<file path="src/rtl/swd_attach_pkg.sv">
package swd_attach_pkg;
    localparam int LEN_W  = 8;
    localparam int STEP_W = 4;

    typedef enum logic [1:0] {
        K_RUN     = 2'd0,
        K_PATTERN = 2'd1,
        K_TXN     = 2'd2
    } kind_e;

    typedef struct packed {
        kind_e            kind;
        logic             level;
        logic [LEN_W-1:0] len;
        logic             ap;
        logic             rd;
        logic [1:0]       addr;
        logic [31:0]      data;
    } cmd_t;

    localparam logic [STEP_W-1:0] S_IDCODE = 4'd4;
    localparam logic [STEP_W-1:0] S_IDCHK  = 4'd9;
    localparam logic [STEP_W-1:0] S_CSW    = 4'd11;
    localparam logic [STEP_W-1:0] S_DETACH = 4'd12;
    localparam logic [STEP_W-1:0] S_LAST   = 4'd13;

    localparam logic [15:0] SWITCH_CODE = 16'hE79E;
    localparam logic [31:0] ID_ACCEPT_A = 32'h24770011;
    localparam logic [31:0] ID_ACCEPT_B = 32'h74770001;
    localparam logic [31:0] CSW_WORD    = 32'h22000012;
endpackage

</file>
<file path="src/rtl/swd_attach_script.sv">
module swd_attach_script
    import swd_attach_pkg::*;
#(
    parameter int LINE_RESET_LEN = 50
) (
    input  logic [STEP_W-1:0] step,
    output cmd_t              cmd
);
    function automatic cmd_t run(input logic lvl, input int n);
        cmd_t c = '0;
        c.kind  = K_RUN;
        c.level = lvl;
        c.len   = LEN_W'(n);
        return c;
    endfunction

    function automatic cmd_t txn(input logic ap, input logic rd,
                                 input logic [1:0] a, input logic [31:0] d);
        cmd_t c = '0;
        c.kind = K_TXN;
        c.ap   = ap;
        c.rd   = rd;
        c.addr = a;
        c.data = d;
        return c;
    endfunction

    always_comb begin
        cmd = '0;
        case (step)
            4'd0, 4'd2: cmd = run(1'b1, LINE_RESET_LEN);
            4'd1: begin
                cmd.kind = K_PATTERN;
                cmd.len  = LEN_W'(16);
                cmd.data = {16'h0, SWITCH_CODE};
            end
            4'd3:  cmd = run(1'b0, 2);
            4'd4:  cmd = txn(1'b0, 1'b1, 2'd0, 32'h0);
            4'd5:  cmd = txn(1'b0, 1'b0, 2'd0, 32'h0000001E);
            4'd6:  cmd = txn(1'b0, 1'b0, 2'd1, 32'hF0000001);
            4'd7:  cmd = txn(1'b0, 1'b0, 2'd2, 32'h000000F0);
            4'd8:  cmd = txn(1'b1, 1'b1, 2'd3, 32'h0);
            4'd9:  cmd = txn(1'b0, 1'b1, 2'd3, 32'h0);
            4'd10: cmd = txn(1'b0, 1'b0, 2'd2, 32'h0);
            4'd11: cmd = txn(1'b1, 1'b0, 2'd0, CSW_WORD);
            4'd12: cmd = txn(1'b0, 1'b0, 2'd1, 32'h0);
            4'd13: cmd = run(1'b0, 8);
            default: cmd = '0;
        endcase
    end
endmodule

</file>
<file path="src/rtl/swd_attach_idchk.sv">
module swd_attach_idchk
    import swd_attach_pkg::*;
#(
    parameter logic [31:0] ACCEPT_A = ID_ACCEPT_A,
    parameter logic [31:0] ACCEPT_B = ID_ACCEPT_B
) (
    input  logic [31:0] value,
    output logic        match
);
    assign match = (value == ACCEPT_A) || (value == ACCEPT_B);
endmodule

</file>
<file path="src/rtl/swd_attach_seq.sv">
module swd_attach_seq
    import swd_attach_pkg::*;
#(
    parameter int LINE_RESET_LEN = 50
) (
    input  logic        clk,
    input  logic        rst_n,
    input  logic        connect_req,
    input  logic        detach_req,
    output logic        req_valid,
    output logic [1:0]  req_kind,
    output logic        req_level,
    output logic [7:0]  req_len,
    output logic        req_ap,
    output logic        req_rd,
    output logic [1:0]  req_addr,
    output logic [31:0] req_wdata,
    input  logic        eng_done,
    input  logic        eng_fault,
    input  logic [31:0] eng_rdata,
    output logic        busy,
    output logic        connected,
    output logic        failed,
    output logic        tgt_reset,
    output logic [31:0] idcode
);
    typedef enum logic [2:0] {
        ST_IDLE, ST_ISSUE, ST_WAIT, ST_LINKED, ST_FAILED
    } state_e;

    state_e            state_q, state_d;
    logic [STEP_W-1:0] step_q, step_d;
    logic [31:0]       id_q, id_d;
    cmd_t              cmd;
    logic              id_ok;

    swd_attach_script #(.LINE_RESET_LEN(LINE_RESET_LEN)) script_i (
        .step (step_q),
        .cmd  (cmd)
    );

    swd_attach_idchk idchk_i (
        .value (eng_rdata),
        .match (id_ok)
    );

    // next state
    always_comb begin
        state_d = state_q;
        step_d  = step_q;
        id_d    = id_q;
        unique case (state_q)
            ST_IDLE, ST_FAILED: begin
                if (connect_req) begin
                    state_d = ST_ISSUE;
                    step_d  = '0;
                    id_d    = '0;
                end
            end
            ST_LINKED: begin
                if (detach_req) begin
                    state_d = ST_ISSUE;
                    step_d  = S_DETACH;
                end
            end
            ST_ISSUE: state_d = ST_WAIT;
            ST_WAIT: begin
                if (eng_done) begin
                    if (eng_fault) begin
                        state_d = ST_FAILED;
                    end else begin
                        if (step_q == S_IDCODE) id_d = eng_rdata;
                        if (step_q == S_IDCHK && !id_ok) begin
                            state_d = ST_FAILED;
                        end else if (step_q == S_CSW) begin
                            state_d = ST_LINKED;
                        end else if (step_q == S_LAST) begin
                            state_d = ST_IDLE;
                        end else begin
                            state_d = ST_ISSUE;
                            step_d  = step_q + STEP_W'(1);
                        end
                    end
                end
            end
        endcase
    end

    // state register
    always_ff @(posedge clk or negedge rst_n) begin
        if (!rst_n) begin
            state_q <= ST_IDLE;
            step_q  <= '0;
            id_q    <= '0;
        end else begin
            state_q <= state_d;
            step_q  <= step_d;
            id_q    <= id_d;
        end
    end

    // outputs
    always_comb begin
        busy      = (state_q == ST_ISSUE) || (state_q == ST_WAIT);
        req_valid = (state_q == ST_ISSUE);
        connected = (state_q == ST_LINKED);
        failed    = (state_q == ST_FAILED);
        tgt_reset = busy && (step_q <= S_CSW);
        idcode    = id_q;
        req_kind  = cmd.kind;
        req_level = cmd.level;
        req_len   = cmd.len;
        req_ap    = cmd.ap;
        req_rd    = cmd.rd;
        req_addr  = cmd.addr;
        req_wdata = cmd.data;
    end
endmodule

</file>
<file path="config.mk">
export PLATFORM = sky130hd
export DESIGN_NAME = swd_attach_seq
export DESIGN_NICKNAME = d
export VERILOG_FILES = /design/src/rtl/swd_attach_pkg.sv /design/src/rtl/swd_attach_script.sv /design/src/rtl/swd_attach_idchk.sv /design/src/rtl/swd_attach_seq.sv
export SDC_FILE = /design/constraint.sdc
export NUM_CORES = 1
export LEC_CHECK = 0
export BUFFER_PORTS_ARGS = -buffer_cell sky130_fd_sc_hd__buf_2
export CAP_MARGIN = 25
export CORE_MARGIN = 8
export CORE_UTILIZATION = 49
export CTS_CLUSTER_SIZE = 16
export DETAILED_ROUTE_END_ITERATION = 10
export PLACE_DENSITY = 0.89
export SKIP_CTS_REPAIR_TIMING = 1
export SYNTH_ARGS = -nofsm -noshare
export SYNTH_HDL_FRONTEND = slang
export SYNTH_SLANG_ARGS = --single-unit
</file>
<file path="constraint.sdc">
create_clock -name clk -period 3.6 [get_ports clk]
set_clock_uncertainty 0.2 [all_clocks]
set_input_delay 0 -clock clk [delete_from_list [all_inputs] [get_ports clk]]
set_output_delay 0 -clock clk [all_outputs]
set_load 0.01 [all_outputs]
</file>
======== Word level (Yosys, flattened, before mapping) ========
Index checks and enable logic that the tools add are counted.
storage, ports and cells
  register bits ........................... 39
  bits in latches ......................... 0
  RAM bits ................................ 0
  bits in read-only memories .............. 0
  memories ................................ 0
cells by class
  add/sub/neg operators ................... 1
  multipliers ............................. 0
  divide/modulo/power cells ............... 0
  order comparisons ....................... 1
  eq/ne operators ......................... 27
  shifts and indexed selects .............. 0
  muxes and demuxes ....................... 26
  bitwise logic cells ..................... 0
  reduce and logical (&&, ||, !) cells .... 17
operators by type and width
  cell                                                   number
  one-hot mux 32 bit (5 select lines)                    1
  two-way mux 32 bit                                     4
  one-hot mux 32 bit (2 select lines)                    1
  == test 32 x 30 -> 1 bit, second input constant        1
  == test 32 x 31 -> 1 bit, second input constant        1
  two-way mux 4 bit                                      7
  == test 4 bit, second input constant                   6
  one-hot mux 4 bit (6 select lines)                     1
  one-hot mux 6 bit (4 select lines)                     1
  == test 4 x 3 -> 1 bit, second input constant          4
  != test 2 bit, second input constant                   8
  two-way mux 3 bit                                      5
  one-hot mux 3 bit (4 select lines)                     1
  one-hot mux 4 bit (3 select lines)                     1
  OR reduction 9 bit                                     1
  == test 4 x 2 -> 1 bit, second input constant          2
  AND reduction 8 bit                                    1
  OR reduction 2 bit                                     4
  == test 3 x 2 -> 1 bit, second input constant          2
  AND reduction 5 bit                                    1
  adder 4 x 1 -> 4 bit, second input constant            1
  == test 4 x 1 -> 1 bit, second input constant          1
  less-or-equal comparator 4 bit, second input constant  1
  zero test 4 bit                                        1
  12 further kinds                                       15

======== Longest topological paths before layout ========
  depth in word-level cells ............... 8
  gate-level depth with buffers ........... 8
  mapped depth without buffers ............ 7

======== By module ========
Synthesis repeated with hierarchy kept, for this count alone.
second synthesis, totals
  cell total of the unflattened synthesis .. 284
  area, all modules ....................... 2635.0 um2
modules (own cells, without submodules)
  module             instances  cells each  area each (um2)
  swd_attach_seq     1          208         2117.0
  swd_attach_script  1          62          404.1
  swd_attach_idchk   1          14          113.9

======== Least setup slack after synthesis ========
Ideal clock, no wire load.
  path kind ............................... reg-to-reg
  start ................................... reg step_q[0]
  end ..................................... reg step_q[0]
  setup time .............................. 0.125 ns
  arrival ................................. 1.708 ns
  required time ........................... 3.275 ns
  path slack .............................. 1.567 ns
  cell stages (with the launch flop) ...... 7
  path buffers ............................ 0
  clock period less this slack ............ 2.033 ns
  path through ............................ dfrtp_1 ha_1 and3_1 a21oi_1 nand4_2 a21boi_4 mux2_4
between the ends
  word-level cells in the longest chain between the ends .. 7
  elaborated cells between the ends (all ways) .. 15
ends and longest elaborated chain
  item                                line                  text
  start: declaration                  swd_attach_seq.sv:32  logic [STEP_W-1:0] step_q, step_d;
  start signal: assignment            swd_attach_seq.sv:97  step_q <= step_d;
  adder 4 x 1 -> 4 bit                swd_attach_seq.sv:81  step_d = step_q + STEP_W'(1);
  two-way mux 4 bit                   swd_attach_seq.sv:77  end else if (step_q == S_LAST) begin
  two-way mux 4 bit                   swd_attach_seq.sv:75  end else if (step_q == S_CSW) begin
  two-way mux 4 bit                   swd_attach_seq.sv:73  if (step_q == S_IDCHK && !id_ok) begin
  two-way mux 4 bit                   swd_attach_seq.sv:69  if (eng_fault) begin
  two-way mux 4 bit                   swd_attach_seq.sv:68  if (eng_done) begin
  one-hot mux 4 bit (3 select lines)  swd_attach_seq.sv:52  unique case (state_q)
Several ways; a longest one is shown, not always the timed one. The select of a mux whose other input is x is not followed.
A chain may end at the register's enable or synchronous reset.

======== Worst setup path after layout ========
  start ................................... in eng_rdata[24]
  end ..................................... reg state_q[2]
between the ends
  word-level cells in the longest chain between the ends .. 8
  elaborated cells between the ends (all ways) .. 9
ends and longest elaborated chain
  item                                                                         line                    text
  start: declaration                                                           swd_attach_seq.sv:20    input logic [31:0] eng_rdata,
  == test 32 x 30 -> 1 bit / == test 32 x 31 -> 1 bit (equally long branches)  swd_attach_idchk.sv:10  assign match = (value == ACCEPT_A) || (value == ACCEPT_B);
  logical OR 1 bit *                                                           swd_attach_idchk.sv:10
  zero test 1 bit *                                                            swd_attach_seq.sv:73
  logical AND 1 bit *                                                          swd_attach_seq.sv:73
  two-way mux 3 bit *                                                          swd_attach_seq.sv:73
  two-way mux 3 bit *                                                          swd_attach_seq.sv:69
  two-way mux 3 bit *                                                          swd_attach_seq.sv:68
  one-hot mux 3 bit (4 select lines) *                                         swd_attach_seq.sv:52
  end signal: assignment                                                       swd_attach_seq.sv:96    state_q <= state_d;
  end: declaration                                                             swd_attach_seq.sv:31    state_e state_q, state_d;
Every way passes the cells marked *; elsewhere a longest branch is shown, timed or not. The select of a mux whose other input is x is not followed.

==> run_results.csv <==
group,metric,value,unit
status,status,"complete, but fails checks",
status,violations,"hold timing",
logic_synthesis,netlist_instances,279,
global_route,antenna_found_initial,0,
floorplan,initial_core_util,49.9,%
power,switching_share,42.3,%
sta,timing.final.crit_share,71.3,%
place,placed_cells,413,
route,drtPass1Iterations,4,
cells_and_area,fin_nets,445,
route,vias_per_cell,5.12,
critical_path,path_common_cell,"dlygate4sd3_1",
logic_synthesis,synth_top_area_share,42.2,%
sta,slew_headroom,41.7,%
sta,setup_tns,0,ns
critical_path,crit_chain,"dlygate4sd3_1 -> buf_2 -> or4b_4 -> nor4_4 -> a31o_1 -> nor2b_1 -> o2bb2ai_1 -> dlygate4sd3_1",
floorplan,die_w,84.7,um
power,p_per_area,617,nW/um^2
flow_run,cap_violations,0,
global_route,grt_overflow,0,
power,clkPwrFrac,14.6,%
cells_and_area,final-seq-area,976,um^2
sta,fmax,390,MHz
route,wl_per_cell,15.7,um
route,drc,0,
floorplan,die-area,7170,um^2
floorplan,core_area,4630,um^2
critical_path,reg2reg_to,"state_q[0]",
logic_synthesis,ys_ff_latch,39,
clock_network,cts.sinks,39,
logic_synthesis,ys_seq_area_share,42.2,%
critical_path,crit_slowest_cell,"dlygate4sd3_1",
global_route,grt_pass1_wl,10200,um
sta,hold_slack,-0.00612,ns
critical_path,cp.arrival,2.54,ns
clock_network,clockRootBuffer,"clkbuf_8",
power,power_frac_comb,50.0,%
cells_and_area,fill_cells,361,
power,fin_total_pwr,0.00195,W
logic_synthesis,syn_avg_cell_area,8.28,um^2
power,leakage,1.71,nW
cells_and_area,layout_commonest_cell,"buf_2",
route,drtIter0Drc,191,
floorplan,ios,122,
critical_path,cpPeakStageDelay,0.56,ns
clock_network,numCtsBuffers,5,
sta,setup_violations,0,
critical_path,critPathKind,"in2reg",
power,power.internal,0.00113,W
clock_network,path_clk_slew,0.07,ns
logic_synthesis,syn-cell-area,2310,um^2
min_path,holdPathStages,4,
cells_and_area,syn_to_final_growth,37.0,%
logic_synthesis,dominantRegCellSynth,"dfrtp_1",
cells_and_area,design_area,3170,um^2
cells_and_area,layout-drive-gt1-share,29.7,%
critical_path,crit_family,"buffers and inverters",
sta,finalMaxSlewViolations,0,
min_path,holdPathEnd,"state_q[1]",
critical_path,end_kind,"register",
global_route,track_usage,17.3,%
sta,hold_viol,1,
cells_and_area,final_cell_mix,"104 x buf_2, 79 x nand2_1, 39 x dfrtp_1, 37 x dlygate4sd3_1, 33 x o21ai_1",
clock_network,cts_htree_levels,2,
sta,period_minus_slack,2.57,ns
floorplan,core.rowCount,25,
global_route,top_usage_layer,"met2",
place,io_buffers,104,
min_path,worstHoldPathType,"in2reg",
place,dpl.hpwl,4770,um
clock_network,clock_latency,0.29,ns
logic_synthesis,synth-edff-count,0,
cells_and_area,multi_input_area,1110,um^2
logic_synthesis,synth_area_leader_cell,"dfrtp_1",
route,totalWireLength,7170,um
critical_path,worstPathRequired,3.57,ns
critical_path,startpoint_type,"input port",
critical_path,critical_path_depth,8,
floorplan,die_y,84.7,um
cells_and_area,diodes,0,
route,ant_nets,0,
route,via_count,2345,
clock_network,clock_path_buffers,2,
place,gp_congestion,0.924,
global_route,grtUsageMet3,7.71,%
sta,rsz0062_at_grt,"false",
power,seq_power_share,35.4,%
critical_path,crit_fanout,3,
min_path,min-delay-start,"detach_req",
global_route,grtUsageMet1,18.4,%
logic_synthesis,ys_top_cells_by_area,"dfrtp_1 42%, nand2_1 13%, buf_4 8.8%",
power,vdd_drop_max,0.342,mV
critical_path,rrSetupSlack,1.12,ns
cells_and_area,instances_no_fill,458,
global_route,grt_pass1_vias,2252,
power,p_sw,0.000825,W
sta,worst_pin_slew,0.874,ns
logic_synthesis,async_reset_ff_share,100,%
clock_network,cts_tree,"done",
global_route,grtUsageMet2,30.1,%
logic_synthesis,yosysWarnings,0,
logic_synthesis,ys_types,44,
critical_path,ff2ff_path_depth,6,
place,place_area,2710,um^2
critical_path,path_buf_inv,3,
critical_path,r2r-start,"state_q[0]",
global_route,grt_max_degree,65,
==> registers in the layout (all words and copies together) (netlist names) <==
name / flops
state_q: 3
step_q: 4
idcode: 32
==> through the flow <==
stage	setup WS (ns)	utilization, %
finish	1.03	68.4
global route	0.934	68.4
CTS	1.31	60.4
detailed placement	1.32	58.6
global placement	1.37	58.6
floorplan	1.57	-
==> kinds of logic after synthesis <==
kind of cell             share of synthesized area [%]
flip-flops                                        42.2
other                                            0.162
multiplexers                                      1.08
buffers and inverters                             12.5
adder cells (fa/ha/maj)                           2.17
AO/OA/AOI/OAI                                     14.5
AND/OR/NAND/NOR                                   27.4
==> worst max path at each step <==
stage | from | slack, ns | end
after floorplan | step_q[0] | 1.57 | step_q[0]
after global placement | step_q[2] | 1.37 | idcode[13]
after detailed placement | step_q[2] | 1.32 | idcode[15]
after CTS | step_q[2] | 1.31 | idcode[11]
after global routing | step_q[3] | 0.93 | state_q[2]
final | eng_rdata[24] | 1.03 | state_q[2]
==> cell usage after synthesis, types with 2 or more instances <==
cell type and count:
nand2b_1 8, nand4bb_1 2, nor4_1 3, buf_2 6, inv_1 6, ha_1 4, buf_4 27, clkbuf_1 9
a21oi_1 6, o21ai_0 6, nor2b_1 5, nand2_1 79, nand3_1 2, nor3_1 7, dfrtp_1 39, o21ai_1 33
o2bb2ai_1 2, or2_2 2, nor3b_1 2, and3_1 2, nor2_1 6
==> per-layer routing <==
| metal | wire length, um | vias up |
|---|---|---|
| met5 | 0 | - |
| met4 | 64 | 0 |
| met3 | 763 | 10 |
| met2 | 3570 | 114 |
| met1 | 2780 | 1085 |
| li1 | - | 1136 |
==> worst register-to-register path, cell delays in order (launching register included) <==
cell and delay (ns):
dfrtp_1 0.50, nand2b_1 0.20, and3_1 0.19, or2_2 0.31
nor4_1 0.29, o2bb2ai_1 0.16, dlygate4sd3_1 0.57
==> final cells by class <==
cell class                 instances  share of cell area [%]
clock buffer                       7                    2.41
clock inverter                     1                   0.158
inverter                           6                   0.711
multi-input combinational        208                    35.1
sequential                        39                    30.8
tap                               54                    2.13
timing repair buffer             143                    28.6
==> power by group through the flow <==
stage	logic, W	registers [W]	clock network [W]
global placement	0.000907	0.000684	0
CTS	0.000928	0.000687	0.000292
global route	0.00108	0.000713	0.000312
detailed placement	0.000927	0.000693	0
floorplan	0.000598	0.000685	0
finish	0.000976	0.000691	0.000284
Power figures use the tool's default switching activity.
